<file path="config.mk">
export PLATFORM = sky130hd
export DESIGN_NAME = t0_retry_ctrl
export DESIGN_NICKNAME = d
export VERILOG_FILES = /design/src/rtl/t0_pkg.sv /design/src/rtl/t0_err_count.sv /design/src/rtl/t0_tx_ctrl.sv /design/src/rtl/t0_rx_ctrl.sv /design/src/rtl/t0_retry_ctrl.sv
export SDC_FILE = /design/constraint.sdc
export NUM_CORES = 1
export LEC_CHECK = 0
export BUFFER_PORTS_ARGS = -buffer_cell sky130_fd_sc_hd__buf_2
export CAP_MARGIN = 5
export CORE_ASPECT_RATIO = 1.5
export CORE_MARGIN = 2
export CORE_UTILIZATION = 49
export DETAILED_ROUTE_END_ITERATION = 12
export PLACE_DENSITY = 0.79
export REMOVE_ABC_BUFFERS = 1
export SYNTH_ARGS = -nofsm -noshare
export SYNTH_HDL_FRONTEND = slang
export SYNTH_SLANG_ARGS = --single-unit
</file>
<file path="constraint.sdc">
create_clock -name clk -period 6.3 [get_ports clk]
set_input_delay 0.945 -clock clk [delete_from_list [all_inputs] [get_ports clk]]
set_output_delay 0.945 -clock clk [all_outputs]
set_load 0.02 [all_outputs]
</file>
<file path="src/rtl/t0_pkg.sv">
package t0_pkg;

   // start bit plus parity bit around the data bits
   localparam int T0_FRAME_EXTRA = 2;

   typedef enum logic {
      TX_IDLE,
      TX_SEND
   } tx_state_e;

   typedef enum logic {
      RX_IDLE,
      RX_RUN
   } rx_state_e;

endpackage

</file>
<file path="src/rtl/t0_err_count.sv">
module t0_err_count #(
   parameter int PEC_W = 3
) (
   input  logic             clk,
   input  logic             rst_n,
   input  logic             err_evt,
   input  logic             ok_evt,
   input  logic [PEC_W-1:0] limit,
   input  logic             pe_clr,
   output logic             hit,
   output logic             pe_flag
);

   logic [PEC_W-1:0] cnt;

   // the next error is the one that uses up the allowance
   assign hit = (cnt >= limit);

   always_ff @(posedge clk or negedge rst_n) begin
      if (!rst_n) begin
         cnt     <= '0;
         pe_flag <= 1'b0;
      end else begin
         if (err_evt) begin
            if (hit) begin
               cnt     <= '0;
               pe_flag <= 1'b1;
            end else begin
               cnt <= cnt + 1'b1;
            end
         end else if (ok_evt) begin
            cnt <= '0;
         end
         if (pe_clr && !(err_evt && hit)) begin
            pe_flag <= 1'b0;
         end
      end
   end


   flag_rise_chk: assert property (@(posedge clk) disable iff (!rst_n)
      $rose(pe_flag) |-> $past(err_evt));


   flag_sticky_chk: assert property (@(posedge clk) disable iff (!rst_n)
      (pe_flag && !pe_clr) |=> pe_flag);

endmodule

</file>
<file path="src/rtl/t0_tx_ctrl.sv">
module t0_tx_ctrl
   import t0_pkg::*;
#(
   parameter int DATA_W    = 8,
   parameter int T         = 2,
   parameter int RETRY_ETU = 15
) (
   input  logic              clk,
   input  logic              rst_n,
   input  logic              tick,
   input  logic              tx_start,
   input  logic [DATA_W-1:0] tx_data,
   input  logic              pe_flag,
   input  logic              rx_busy,
   input  logic              io_in,
   input  logic              err_hit,
   output logic              busy,
   output logic              done,
   output logic              fail,
   output logic              drive_low,
   output logic              err_evt,
   output logic              ok_evt
);

   localparam int FB      = DATA_W + T0_FRAME_EXTRA;
   localparam int SAMP_T  = (FB + 1) * T;
   localparam int RETRY_T = RETRY_ETU * T;
   localparam int PH_W    = $clog2(RETRY_T + 1);
   localparam int LG      = $clog2(T);

   tx_state_e         st;
   logic [PH_W-1:0]   ph;
   logic [PH_W-1:0]   nxt;
   logic [FB-1:0]     sh;
   logic [FB-1:0]     orig;
   logic              at_samp;
   logic              at_retry;

   assign nxt      = ph + 1'b1;
   assign busy     = (st == TX_SEND);
   assign at_samp  = busy && tick && (nxt == PH_W'(SAMP_T));
   assign at_retry = busy && tick && (nxt == PH_W'(RETRY_T));
   assign err_evt  = at_samp && !io_in;
   assign ok_evt   = at_samp && io_in;
   // shifted-in ones release the line once the frame is out
   assign drive_low = busy && !sh[0];

   always_ff @(posedge clk or negedge rst_n) begin
      if (!rst_n) begin
         st   <= TX_IDLE;
         ph   <= '0;
         sh   <= '1;
         orig <= '1;
         done <= 1'b0;
         fail <= 1'b0;
      end else begin
         done <= 1'b0;
         fail <= 1'b0;
         case (st)
            TX_IDLE: begin
               if (tx_start && !pe_flag && !rx_busy) begin
                  orig <= {^tx_data, tx_data, 1'b0};
                  sh   <= {^tx_data, tx_data, 1'b0};
                  ph   <= '0;
                  st   <= TX_SEND;
               end
            end
            TX_SEND: begin
               if (tick) begin
                  ph <= nxt;
                  if (nxt[LG-1:0] == '0) begin
                     sh <= {1'b1, sh[FB-1:1]};
                  end
                  if (at_samp) begin
                     if (io_in) begin
                        done <= 1'b1;
                        st   <= TX_IDLE;
                     end else if (err_hit) begin
                        fail <= 1'b1;
                        st   <= TX_IDLE;
                     end
                  end
                  if (at_retry) begin
                     ph <= '0;
                     sh <= orig;
                  end
               end
            end
            default: st <= TX_IDLE;
         endcase
      end
   end


   start_blocked_chk: assert property (@(posedge clk) disable iff (!rst_n)
      (!busy && tx_start && pe_flag) |=> !busy);


   fail_sets_flag_chk: assert property (@(posedge clk) disable iff (!rst_n)
      fail |-> pe_flag);


   done_fail_excl_chk: assert property (@(posedge clk) disable iff (!rst_n)
      !(done && fail));

endmodule

</file>
<file path="src/rtl/t0_rx_ctrl.sv">
module t0_rx_ctrl
   import t0_pkg::*;
#(
   parameter int DATA_W = 8,
   parameter int T      = 2
) (
   input  logic              clk,
   input  logic              rst_n,
   input  logic              tick,
   input  logic              enable,
   input  logic              io_in,
   output logic              busy,
   output logic              valid,
   output logic [DATA_W-1:0] data,
   output logic              nack,
   output logic              err_evt,
   output logic              ok_evt
);

   localparam int FB      = DATA_W + T0_FRAME_EXTRA;
   localparam int FRAME_T = FB * T;
   localparam int NACK_ON = FRAME_T + T / 2;
   localparam int NACK_OFF = FRAME_T + 2 * T;
   localparam int PH_W    = $clog2(NACK_OFF + 1);
   localparam int LG      = $clog2(T);

   rx_state_e        st;
   logic [PH_W-1:0]  ph;
   logic [PH_W-1:0]  nxt;
   logic [PH_W-1:0]  bit_k;
   logic             par_bit;
   logic             bad;
   logic             at_dec;
   logic             mid;

   assign busy    = (st == RX_RUN);
   assign nxt     = ph + 1'b1;
   assign bit_k   = nxt >> LG;
   assign mid     = (nxt[LG-1:0] == LG'(T / 2));
   assign bad     = (^data) ^ par_bit;
   assign at_dec  = busy && tick && (nxt == PH_W'(NACK_ON));
   assign err_evt = at_dec && bad;
   assign ok_evt  = at_dec && !bad;

   always_ff @(posedge clk or negedge rst_n) begin
      if (!rst_n) begin
         st      <= RX_IDLE;
         ph      <= '0;
         data    <= '0;
         par_bit <= 1'b0;
         nack    <= 1'b0;
         valid   <= 1'b0;
      end else begin
         valid <= 1'b0;
         case (st)
            RX_IDLE: begin
               if (tick && enable && !io_in) begin
                  st <= RX_RUN;
                  ph <= '0;
               end
            end
            RX_RUN: begin
               if (tick) begin
                  ph <= nxt;
                  if (mid) begin
                     if (bit_k == '0) begin
                        if (io_in) st <= RX_IDLE;
                     end else if (bit_k <= PH_W'(DATA_W)) begin
                        data <= {io_in, data[DATA_W-1:1]};
                     end else if (bit_k == PH_W'(DATA_W + 1)) begin
                        par_bit <= io_in;
                     end
                  end
                  if (at_dec) begin
                     if (bad) nack <= 1'b1;
                     else     valid <= 1'b1;
                  end
                  if (nxt == PH_W'(NACK_OFF)) begin
                     nack <= 1'b0;
                     st   <= RX_IDLE;
                  end
               end
            end
            default: st <= RX_IDLE;
         endcase
      end
   end


   nack_on_tick_chk: assert property (@(posedge clk) disable iff (!rst_n)
      $rose(nack) |-> $past(tick));


   valid_no_nack_chk: assert property (@(posedge clk) disable iff (!rst_n)
      valid |-> !nack);

endmodule

</file>
<file path="src/rtl/t0_retry_ctrl.sv">
module t0_retry_ctrl #(
   parameter int DATA_W        = 8,
   parameter int PEC_W         = 3,
   parameter int TICKS_PER_ETU = 2,
   parameter int RETRY_ETU     = 15
) (
   input  logic              clk,
   input  logic              rst_n,
   input  logic              sub_tick,
   input  logic [PEC_W-1:0]  err_limit,
   input  logic              pe_clr,
   input  logic              tx_start,
   input  logic [DATA_W-1:0] tx_data,
   output logic              tx_busy,
   output logic              tx_done,
   output logic              tx_fail,
   output logic              rx_valid,
   output logic [DATA_W-1:0] rx_data,
   input  logic              io_in,
   output logic              io_drive_low,
   output logic              pe_flag
);

   generate
      if (TICKS_PER_ETU < 2 || (TICKS_PER_ETU & (TICKS_PER_ETU - 1)) != 0) begin : g_bad_ticks
         $error("TICKS_PER_ETU must be a power of two of at least 2");
      end
      if (RETRY_ETU < DATA_W + 4) begin : g_bad_retry
         $error("RETRY_ETU must leave room for the rejection window");
      end
      if (PEC_W < 1) begin : g_bad_pec
         $error("PEC_W must be at least 1");
      end
   endgenerate

   logic tx_err, tx_ok, rx_err, rx_ok;
   logic rx_busy, rx_nack, tx_drive, hit;

   t0_err_count #(.PEC_W(PEC_W)) u_cnt (
      .clk     (clk),
      .rst_n   (rst_n),
      .err_evt (tx_err | rx_err),
      .ok_evt  (tx_ok | rx_ok),
      .limit   (err_limit),
      .pe_clr  (pe_clr),
      .hit     (hit),
      .pe_flag (pe_flag)
   );

   t0_tx_ctrl #(.DATA_W(DATA_W), .T(TICKS_PER_ETU), .RETRY_ETU(RETRY_ETU)) u_tx (
      .clk       (clk),
      .rst_n     (rst_n),
      .tick      (sub_tick),
      .tx_start  (tx_start),
      .tx_data   (tx_data),
      .pe_flag   (pe_flag),
      .rx_busy   (rx_busy),
      .io_in     (io_in),
      .err_hit   (hit),
      .busy      (tx_busy),
      .done      (tx_done),
      .fail      (tx_fail),
      .drive_low (tx_drive),
      .err_evt   (tx_err),
      .ok_evt    (tx_ok)
   );

   t0_rx_ctrl #(.DATA_W(DATA_W), .T(TICKS_PER_ETU)) u_rx (
      .clk     (clk),
      .rst_n   (rst_n),
      .tick    (sub_tick),
      .enable  (!tx_busy),
      .io_in   (io_in),
      .busy    (rx_busy),
      .valid   (rx_valid),
      .data    (rx_data),
      .nack    (rx_nack),
      .err_evt (rx_err),
      .ok_evt  (rx_ok)
   );

   assign io_drive_low = tx_drive | rx_nack;


   one_direction_chk: assert property (@(posedge clk) disable iff (!rst_n)
      !(tx_busy && rx_busy));

endmodule

</file>
==> impl_metrics.csv <==
group,metric,value,unit
synthesis,syn_area,2700,um2
clocking,clock_latency,310,ps
drt,finalWirelength,5350,um
drt,vias,2033,
power,power_density,502,nW/um2
timing,finalSetupViolations,0,
critical_path,arrival,2090,ps
worst_hold_path,worstHoldStart,"u_tx.orig[4]",
critical_path,setup.worst_path.start,"u_tx.busy",
clocking,postCtsResizedCells,0,
power,seqPwrFrac,42.0,%
worst_hold_path,hold_path_class,"reg2reg",
die,rows,33,
critical_path,r2r_slack,3430,ps
place,post-dp-hpwl,3780,um
drt,dr_wl_met2,2830,um
power,p_sw_share,39.0,%
worst_hold_path,whs_path_depth,2,
clocking,cts_setup_buffers,0,
job,cap_violations,0,
place,buffer_ports.inserted,30,
die,core_area,5410,um2
global_routing,grt_pass1_wl,9250,um
clocking,cts_made_buffers,5,
power,switchingPower,592,uW
synthesis,yosys_warnings,0,
critical_path,endpoint_kind,"primary output",
place,globalplace.congestion,0.815,
die,initial_core_util,50.0,%
critical_path,cp_slowest_stage_delay,830,ps
die,die_x,64.7,um
finish,antenna_cells,0,
power,power.share.combinational,43.4,%
drt,drc,0,
synthesis,syn_avg_cell_area,10.1,um2
drt,wl_met1,2180,um
power,worst_ir_drop_vdd,0.286,mV
finish,drive_gt1_share,27.7,%
synthesis,ys_types,46,
clocking,root_buffer,"clkbuf_8",
global_routing,grt_use_total,19.5,%
critical_path,cp-start-kind,"register",
global_routing,grt_max_degree,50,
timing,period_needed,3030,ps
drt,viasPerCell,5.55,
die,ioPinCount,31,
timing,tns,0,ps
timing,fin_skew,6.51,ps
die,die_h,95.0,um
clocking,clk_pin_slew,90,ps
synthesis,ys.flop_type,"dfrtp_1",
place,dp.cells,358,
critical_path,cp_max_fo,24,
finish,area_growth,11.7,%
power,p_leak,1.34,nW
finish,stdcell_area,3020,um2
clocking,cts_tree,"yes",
drt,drt.antenna.violating_nets,0,
timing,post-route-period-util,48.1,%
timing,maxSlewViolCount,0,
synthesis,netlist_instances,267,
drt,avgRoutedWirePerCell,14.6,um
finish,final_cells,366,
timing,hold_ws,465,ps
clocking,cts.sinks,49,
die,die_area,6140,um2
drt,drt-initial-drc-count,136,
synthesis,synth_edf_count,0,
synthesis,ys_seq_elements,49,
timing,finalHoldViolCount,0,
place,placed_area,2910,um2
timing,worst_pin_slew,733,ps
drt,wl_met3,232,um
timing,fmax,0.330,GHz
power,intPower,924,uW
timing,rsz0062_at_grt,"no",
clocking,clock_path_buffers,2,
global_routing,antenna_found_initial,0,
critical_path,worstPathCellList,"clkinv_1 -> o21bai_1 -> buf_2",
finish,nNetsFinal,321,
drt,first_pass_iters,4,
clocking,cts_hold_buf,0,
power,power_frac_clock,14.5,%
critical_path,r2r_end,"u_tx.sh[2]",
critical_path,critPathRequiredTime,5350,ps
synthesis,ys_async_sr_fraction,100,%
drt,top_layer_used,"met4",
outcome,status,"finished, final reports clean",
global_routing,overflow,0,
global_routing,grt_pass1_vias,2096,
critical_path,reg2reg_depth,7,
critical_path,path_class,"reg2out",
timing,slew_headroom,51.1,%
worst_hold_path,hold_end,"u_tx.orig[4]",
synthesis,synth-seq-area-share,46.3,%
clocking,ctsHtreeMaxLevel,2,
critical_path,slowest_stage,"dfrtp_1",
critical_path,r2r_start,"u_tx.busy",
cells in the mapped netlist, types with 3 or more instances:
library cell | number | area [um2]
nor2b_1 | 5 | 31.3
a21oi_1 | 14 | 70.1
nor3_1 | 3 | 15.0
mux2_2 | 16 | 180
nand2_1 | 40 | 150
nand3_1 | 7 | 35.0
xnor2_1 | 12 | 105
o22ai_1 | 5 | 31.3
a22o_1 | 3 | 26.3
buf_2 | 4 | 20.0
dfrtp_1 | 29 | 726
clkbuf_1 | 6 | 22.5
xor2_1 | 4 | 35.0
mux2i_1 | 10 | 100
dfstp_2 | 20 | 526
nor2_1 | 17 | 63.8
a31oi_1 | 3 | 18.8
inv_1 | 13 | 48.8
o21ai_0 | 11 | 55.1
ha_1 | 9 | 113
mux2_1 | 3 | 33.8
per-layer routing:
layer  up-vias  track usage, %
met5         -               0
met4         0            8.16
met3        10            4.05
met2        48            35.5
met1       996            21.8
li1        979               -
layout make-up:
cell class	instances	area [um2]
timing repair buffer	32	165
clock inverter	1	6.26
multi-input combinational	193	1350
fill	490	2390
clock buffer	7	108
sequential	49	1250
tap	70	87.6
inverter	14	52.6
stage by stage:
stage          total power [mW]  setup WS [ps]  utilization (%)
3_5_place_dp               1.30           3120             53.7
2_1_floorplan              1.12           3120                -
4_1_cts                    1.52           3290             55.8
6_report                   1.52           3270             55.8
3_3_place_gp               1.26           3230             53.7
5_1_grt                    1.63           3130             55.8
placed cells by master (no fill, tap or decap), types with 2 or more instances in the layout:
cell type  instances
a21o_1             2
a21oi_1           14
a22o_1             3
a22oi_1            2
a31oi_1            3
a32o_1             2
and2_1             2
and3_1             2
buf_2             30
buf_4              2
clkbuf_8           6
dfrtp_1           29
dfstp_2           20
ha_1               9
inv_1             13
mux2_1             3
mux2_2            16
mux2i_1           10
nand2_1           40
nand2b_1           2
nand3_1            7
nor2_1            17
nor2b_1            5
nor3_1             3
o21ai_0           11
o21ai_1            2
o22ai_1            5
o31ai_1            2
xnor2_1           12
xor2_1             4
sequential cells by signal (all words and copies together) (netlist names), 3 cells and up:
name / flops
u_tx.orig: 10
u_rx.data: 8
u_tx.sh: 10
u_rx.ph: 5
u_tx.ph: 5
u_cnt.cnt: 3
power groups by stage:
stage / Sequential, mW / Clock (mW) / Combinational, mW
floorplan: 0.636 / 0 / 0.489
global placement: 0.634 / 0 / 0.630
detailed placement: 0.642 / 0 / 0.660
CTS: 0.636 / 0.224 / 0.663
global route: 0.660 / 0.234 / 0.735
finish: 0.637 / 0.220 / 0.659
worst max-delay path by stage:
stage,end,slack (ps),cells after the start
6_report,io_drive_low,3270,3
5_1_grt,io_drive_low,3130,3
4_1_cts,io_drive_low,3290,3
3_5_place_dp,u_tx.sh[2],3120,8
3_3_place_gp,u_tx.sh[1],3230,8
2_1_floorplan,u_tx.sh[0],3120,6
logic make-up after synthesis:
family / synth area share [%]
mux: 11.6
fa+ha+maj: 4.16
compound gates: 13.5
buf+inv: 3.79
xor+xnor: 6.02
simple gates: 14.6
flops: 46.3
critical path: cells and delay by family, from the launching register on:
kind                   cells  cell delay (ps)
flip-flops                 1              830
AO/OA/AOI/OAI              1              270
buffers and inverters      2              670
No activity file was read; power rests on OpenSTA's default activity.
